===== src/rtl/wf_pkg.sv =====
package wf_pkg;

    typedef enum logic {
        TMR_IDLE,
        TMR_RUN
    } tmr_state_t;

    typedef enum logic {
        LOG_EMPTY,
        LOG_HELD
    } log_state_t;

    typedef struct packed {
        logic [2:0] size;
        logic       sup;
        logic       rd;
    } xfer_ctx_t;

    localparam int unsigned STAT_W   = 32;
    localparam logic [3:0]  RSVD_VAL = 4'h8;

    // bit positions of the write-one-to-clear controls
    localparam int unsigned B_SUM   = 31;
    localparam int unsigned B_LATE  = 30;
    localparam int unsigned B_TMO   = 29;
    localparam int unsigned B_ACK   = 28;
    localparam int unsigned B_MULTI = 19;

endpackage


===== src/rtl/wf_write_timer.sv =====
module wf_write_timer
    import wf_pkg::*;
#(
    parameter int unsigned LIMIT = 320,
    parameter int unsigned AW    = 32
) (
    input  logic          clk,
    input  logic          rst_n,
    input  logic          wr_start,
    input  logic          wr_done,
    input  logic [2:0]    st_size,
    input  logic          st_sup,
    input  logic [AW-1:0] st_addr,
    output logic          to_evt,
    output logic [2:0]    to_size,
    output logic          to_sup,
    output logic [AW-1:0] to_addr
);

    localparam int unsigned CW = (LIMIT > 1) ? $clog2(LIMIT) : 1;
    localparam logic [CW-1:0] LAST = CW'(LIMIT - 1);

    tmr_state_t    state, state_n;
    logic [CW-1:0] cnt, cnt_n;

    // state register
    always_ff @(posedge clk or negedge rst_n) begin
        if (!rst_n) begin
            state   <= TMR_IDLE;
            cnt     <= '0;
            to_size <= '0;
            to_sup  <= 1'b0;
            to_addr <= '0;
        end else begin
            state <= state_n;
            cnt   <= cnt_n;
            if (wr_start) begin
                to_size <= st_size;
                to_sup  <= st_sup;
                to_addr <= st_addr;
            end
        end
    end

    // transitions and outputs
    always_comb begin
        to_evt  = (state == TMR_RUN) && (cnt == LAST) && !wr_start && !wr_done;
        state_n = state;
        cnt_n   = cnt;
        unique case (state)
            TMR_IDLE: begin
                if (wr_start) begin            // START
                    state_n = TMR_RUN;
                    cnt_n   = '0;
                end
            end
            TMR_RUN: begin
                if (wr_start) begin            // RESTART
                    cnt_n = '0;
                end else if (wr_done || to_evt) begin  // FINISH / EXPIRE
                    state_n = TMR_IDLE;
                end else begin
                    cnt_n = cnt + 1'b1;
                end
            end
        endcase
    end

endmodule


===== src/rtl/wf_fault_log.sv =====
module wf_fault_log
    import wf_pkg::*;
#(
    parameter int unsigned AW = 32
) (
    input  logic              clk,
    input  logic              rst_n,
    input  logic              ev_late,
    input  logic              ev_ack,
    input  logic              ev_to,
    input  logic [2:0]        bus_size,
    input  logic              bus_sup,
    input  logic              bus_rd,
    input  logic [AW-1:0]     bus_addr,
    input  logic [2:0]        tmo_size,
    input  logic              tmo_sup,
    input  logic [AW-1:0]     tmo_addr,
    input  logic              clr_we,
    input  logic              clr_all,
    input  logic              clr_late,
    input  logic              clr_tmo,
    input  logic              clr_ack,
    input  logic              clr_multi,
    output logic [STAT_W-1:0] status,
    output logic [AW-1:0]     addr,
    output logic              irq
);

    log_state_t    state, state_n;
    logic          f_late, f_tmo, f_ack, f_multi;
    logic          n_late, n_tmo, n_ack, n_multi;
    xfer_ctx_t     ctx, ctx_n, new_ctx;
    logic [AW-1:0] addr_n, new_addr;
    logic          k_late, k_tmo, k_ack, k_multi, held, evt, bus_src;

    // state register
    always_ff @(posedge clk or negedge rst_n) begin
        if (!rst_n) begin
            state   <= LOG_EMPTY;
            f_late  <= 1'b0;
            f_tmo   <= 1'b0;
            f_ack   <= 1'b0;
            f_multi <= 1'b0;
            ctx     <= '0;
            addr    <= '0;
        end else begin
            state   <= state_n;
            f_late  <= n_late;
            f_tmo   <= n_tmo;
            f_ack   <= n_ack;
            f_multi <= n_multi;
            ctx     <= ctx_n;
            addr    <= addr_n;
        end
    end

    // transitions
    always_comb begin
        k_late  = f_late  & ~(clr_we & (clr_all | clr_late));
        k_tmo   = f_tmo   & ~(clr_we & (clr_all | clr_tmo));
        k_ack   = f_ack   & ~(clr_we & (clr_all | clr_ack));
        k_multi = f_multi & ~(clr_we & (clr_all | clr_multi));
        held    = k_late | k_tmo | k_ack;
        evt     = ev_late | ev_ack | ev_to;
        bus_src = ev_late | ev_ack;

        new_ctx.size = bus_src ? bus_size : tmo_size;
        new_ctx.sup  = bus_src ? bus_sup  : tmo_sup;
        new_ctx.rd   = bus_src & bus_rd;
        new_addr     = bus_src ? bus_addr : tmo_addr;

        state_n = state;
        n_late  = f_late;
        n_tmo   = f_tmo;
        n_ack   = f_ack;
        n_multi = f_multi;
        ctx_n   = ctx;
        addr_n  = addr;

        unique case (state)
            LOG_EMPTY: begin
                if (evt) begin                 // CAPTURE
                    state_n = LOG_HELD;
                    n_late  = ev_late;
                    n_tmo   = ev_to;
                    n_ack   = ev_ack;
                    n_multi = 1'b0;
                    ctx_n   = new_ctx;
                    addr_n  = new_addr;
                end
            end
            LOG_HELD: begin
                if (held) begin                // KEEP / STACK
                    n_late  = k_late;
                    n_tmo   = k_tmo;
                    n_ack   = k_ack;
                    n_multi = k_multi | evt;
                end else if (evt) begin        // RELOAD
                    n_late  = ev_late;
                    n_tmo   = ev_to;
                    n_ack   = ev_ack;
                    n_multi = 1'b0;
                    ctx_n   = new_ctx;
                    addr_n  = new_addr;
                end else begin                 // DRAIN
                    state_n = LOG_EMPTY;
                    n_late  = 1'b0;
                    n_tmo   = 1'b0;
                    n_ack   = 1'b0;
                    n_multi = 1'b0;
                    ctx_n   = '0;
                    addr_n  = '0;
                end
            end
        endcase
    end

    // outputs
    always_comb begin
        irq    = f_late | f_tmo | f_ack;
        status = {irq, f_late, f_tmo, f_ack, ctx.size, ctx.sup, RSVD_VAL,
                  f_multi, ctx.rd, (state == LOG_HELD), 17'b0};
    end

endmodule


===== src/rtl/wfault_capture.sv =====
module wfault_capture
    import wf_pkg::*;
#(
    parameter int unsigned AW          = 32,
    parameter int unsigned TIMEOUT_CYC = 320
) (
    input  logic              clk,
    input  logic              rst_n,
    input  logic              bus_err_late,
    input  logic              bus_err_ack,
    input  logic [2:0]        xfer_size,
    input  logic              xfer_rd,
    input  logic              xfer_sup,
    input  logic [AW-1:0]     xfer_addr,
    input  logic              wr_start,
    input  logic              wr_done,
    input  logic              sw_clr_we,
    input  logic [STAT_W-1:0] sw_clr_data,
    output logic [STAT_W-1:0] fault_status,
    output logic [AW-1:0]     fault_addr,
    output logic              fault_irq
);

    logic          to_evt;
    logic [2:0]    to_size;
    logic          to_sup;
    logic [AW-1:0] to_addr;
    logic          clr_unused;

    assign clr_unused = ^{sw_clr_data[27:20], sw_clr_data[18:0]};

    wf_write_timer #(
        .LIMIT (TIMEOUT_CYC),
        .AW    (AW)
    ) u_timer (
        .clk      (clk),
        .rst_n    (rst_n),
        .wr_start (wr_start),
        .wr_done  (wr_done),
        .st_size  (xfer_size),
        .st_sup   (xfer_sup),
        .st_addr  (xfer_addr),
        .to_evt   (to_evt),
        .to_size  (to_size),
        .to_sup   (to_sup),
        .to_addr  (to_addr)
    );

    wf_fault_log #(
        .AW (AW)
    ) u_log (
        .clk       (clk),
        .rst_n     (rst_n),
        .ev_late   (bus_err_late),
        .ev_ack    (bus_err_ack),
        .ev_to     (to_evt),
        .bus_size  (xfer_size),
        .bus_sup   (xfer_sup),
        .bus_rd    (xfer_rd),
        .bus_addr  (xfer_addr),
        .tmo_size  (to_size),
        .tmo_sup   (to_sup),
        .tmo_addr  (to_addr),
        .clr_we    (sw_clr_we),
        .clr_all   (sw_clr_data[B_SUM]),
        .clr_late  (sw_clr_data[B_LATE]),
        .clr_tmo   (sw_clr_data[B_TMO]),
        .clr_ack   (sw_clr_data[B_ACK]),
        .clr_multi (sw_clr_data[B_MULTI]),
        .status    (fault_status),
        .addr      (fault_addr),
        .irq       (fault_irq)
    );

endmodule


===== config.mk =====
export PLATFORM = sky130hd
export DESIGN_NAME = wfault_capture
export DESIGN_NICKNAME = d
export VERILOG_FILES = /design/src/rtl/wf_pkg.sv /design/src/rtl/wf_write_timer.sv /design/src/rtl/wf_fault_log.sv /design/src/rtl/wfault_capture.sv
export SDC_FILE = /design/constraint.sdc
export NUM_CORES = 1
export LEC_CHECK = 0
export BUFFER_PORTS_ARGS = -buffer_cell sky130_fd_sc_hd__buf_2
export CORE_MARGIN = 2
export CORE_UTILIZATION = 35
export CTS_BUF_LIST = sky130_fd_sc_hd__clkbuf_16
export DETAILED_ROUTE_END_ITERATION = 12
export RECOVER_POWER = 100
export SKIP_CTS_REPAIR_TIMING = 1
export SYNTH_ARGS = -nofsm -noshare
export SYNTH_HDL_FRONTEND = slang
export SYNTH_SLANG_ARGS = --single-unit

===== constraint.sdc =====
create_clock -name clk -period 4.7 [get_ports clk]
set_clock_uncertainty 0.2 [all_clocks]
set_input_delay 0.235 -clock clk [delete_from_list [all_inputs] [get_ports clk]]
set_output_delay 0.235 -clock clk [all_outputs]
set_load 0.03 [all_outputs]

==> summary.md <==
| Metric | Value |
|---|---|
| Synth Instances | 307 |
| Crit. End Element | register |
| Dpl cells | 523 |
| Worst Path Required | 4.69 ns |
| Nets@finish | 505 |
| First-pass GRT wire length | 14.1 mm |
| Post-Synth XOR/XNOR Area | 1.29% |
| Total of max-cap violations | 2 |
| Final Hold Viols | 0 |
| Setup TNS | 0 ns |
| Most frequent cells after synthesis | 88 x dfrtp_1, 37 x mux2_2, 37 x mux2i_1, 37 x o2bb2ai_1, 27 x buf_4 |
| IO buf count | 92 |
| Slew Limit Fails | 88 |
| Yosys top cell by area | dfrtp_1 |
| TritonCTS Buffers | 9 |
| Post-Layout Cell Count | 576 |
| Die area | 12500 um2 |
| Synth Area per Inst | 13.2 um2 |
| Num rows | 39 |
| # diodes | 0 |
| Largest family of logic cells by synthesized area | multiplexers |
| Largest net degree at the start of global routing | 53 |
| H-tree levels | 3 |
| Sequential-to-total area share from yosys stat | 54.2% |
| Yosys cell types | 41 |
| Final WL | 8.81 mm |
| Pwr dens | 492 nW/um2 |
| Starting Density | 35.7% |
| Final period util | 76.9% |
| Vias in the first global route | 2832 |
| Most frequent cell after synthesis | dfrtp_1 |
| CP startpoint kind | register |
| Asr flop ratio synth | 100% |
| Violated checks | capacitance limit, slew limit |
| Area share of the largest cell type after synthesis | 54.2% |
| Longest Clk Path Bufs | 2 |
| Share of layout cells above drive strength 1 | 25.4% |
| Peak supply drop | 0.000216 V |
| Compound-cell area share of the yosys netlist | 11.1% |
| Via/cell ratio | 4.91 |
| Clock slew at reported path FFs | 0.06 ns |
| Status | finished, violations left |
| Synth Flop Type | dfrtp_1 |
| Max Clk Rate | 0.277 GHz |
| Synth Cell Area | 4060 um2 |
| WL/cell | 15.3 um |
| TritonCTS Sinks | 88 |
| Ys Warns | 0 |
| Placed inst area | 4510 um2 |
| CTS root buffer | clkbuf_16 |
| Tmin final | 3.61 ns |
| FF+latch count, synth | 88 |
| Synth Area in Simple Gates | 5.98% |
| Final instance area | 5170 um2 |
| Worst Hold Class | primary input to register |
| TritonCTS clock tree | done |
| Drt drc | 0 |
| Post-route ant nets | 0 |
| RSZ-0062 raised after global routing | false |
| Mux cell area share after synthesis | 19.4% |
| HPWL after detailed placement | 5.34 mm |
| DRT iter0 DRCs | 126 |
| Antenna violations before repair | 0 |
| Via count | 2828 |
| Io pins | 141 |
| Floorplan Core Area | 11400 um2 |
| Area grow syn2layout | 27.3% |
| Post-synthesis adder-cell area fraction | 0.308% |
| Final setup vio count | 0 |
| Max_slew headroom | -84.7% |
| WP data arrival | 3.60 ns |
| GRT Util Overall | 14.2% |
| Critical path type | register to register |
| Leak | 2.21 nW |
| Drt pass-1 iters | 4 |
| GP Congestion | 0.778 |
| Die X | 112 um |
| CP Max Fanout | 27 |
| Overflow after GRT | 0 |
| Clk_lat worst skew | 0.33 ns |
| Worst Tran Pin Value | 2.77 ns |
| EDFF count, synth | 0 |
| Ranking of synthesized cells by area | dfrtp_1 54%, mux2_2 10%, mux2i_1 9.1%, o2bb2ai_1 8.0%, buf_4 5.0% |
| Die height | 112 um |
==> final timing paths <==
kind | from | end | slack (ns) | cells after the start
min in group asynchronous | rst_n | u_log.addr[19]$_DFFE_PN0P_ | 0.83 | 2
max | u_timer.cnt[0]$_DFFE_PN0P_ | u_log.addr[24]$_DFFE_PN0P_ | 1.09 | 6
max in group asynchronous | rst_n | u_log.addr[20]$_DFFE_PN0P_ | 1.84 | 3
min reg2reg | u_log.addr[28]$_DFFE_PN0P_ | u_log.addr[28]$_DFFE_PN0P_ | 0.29 | 1
min | bus_err_ack | u_log.f_ack$_DFFE_PN0P_ | 0.006 | 2
max reg2reg | u_timer.cnt[0]$_DFFE_PN0P_ | u_log.addr[24]$_DFFE_PN0P_ | 1.09 | 6
==> kinds of logic after synthesis <==
group | after synthesis
flops | 88
mux | 74
compound gates | 54
buf+inv | 42
simple gates | 40
xor+xnor | 6
other cells | 2
fa+ha+maj | 1
==> power breakdown <==
| part | internal [mW] | switching [mW] | total [mW] |
|---|---|---|---|
| Clock | 0.575 | 0.293 | 0.868 |
| Combinational | 0.207 | 0.481 | 0.688 |
| Sequential | 0.905 | 0.0836 | 0.988 |
==> through the flow <==
step                utilization (%)  total power, mW  hold slack (ns)  worst slack [ns]
floorplan                         -             1.52           -0.261              2.57
global placement               39.7             1.69           0.0218              1.76
detailed placement             39.7             1.71           0.0339              1.69
CTS                            42.9             2.59           -0.332              1.65
global route                   45.5             2.67          0.00662             0.736
finish                         45.5             2.54          0.00612              1.09
==> layer usage <==
layer	share of wire (%)	up-vias	routed length (um)	GRT usage [%]
li1	-	1312	-	-
met1	45	1423	3960	17.2
met2	49	82	4290	23.5
met3	4.9	11	428	4.63
met4	1.5	0	132	6.01
met5	0	-	0	0
==> registers in the layout, summed over array words and instances (netlist names) <==
register and flops:
u_log.addr 32, u_timer.to_size 3, u_timer.to_addr 32, u_timer.state 1, u_log.f_multi 1, u_log.f_ack 1, u_timer.cnt 9, u_log.f_late 1
u_log.f_tmo 1, u_log.state 1, u_timer.to_sup 1, u_log.status 5
==> placed cells by master, fill, tap and decap left out, types with 2 or more instances in the layout <==
cell / instances
a221o_1: 2
and2_1: 2
and2_2: 2
buf_2: 46
buf_4: 2
bufinv_16: 4
clkbuf_1: 48
clkbuf_16: 9
conb_1: 21
dfrtp_1: 88
dlygate4sd3_1: 37
inv_6: 2
mux2_2: 37
mux2i_1: 37
nand2_1: 4
nand2b_1: 3
nand3b_1: 2
nor2_1: 10
o2111ai_1: 2
o211ai_1: 2
o21ai_0: 7
o2bb2ai_1: 37
or2b_2: 2
xnor2_1: 2
xor2_1: 4
==> layout make-up <==
| class | instances | area (um2) |
|---|---|---|
| tap | 143 | 179 |
| timing repair buffer | 133 | 796 |
| fill | 1066 | 6200 |
| clock buffer | 9 | 225 |
| clock inverter | 7 | 141 |
| multi-input combinational | 196 | 1630 |
| sequential | 88 | 2200 |
==> critical path, cell delays in order, from the launching register on <==
cell       delay (ns)
dfrtp_1          0.38
ha_1             0.22
nand4bb_1        0.29
o41ai_1          1.04
o21ai_2          0.65
clkbuf_1         0.46
o2bb2ai_1        0.22
Note: power is estimated with default switching activity, not from simulation.
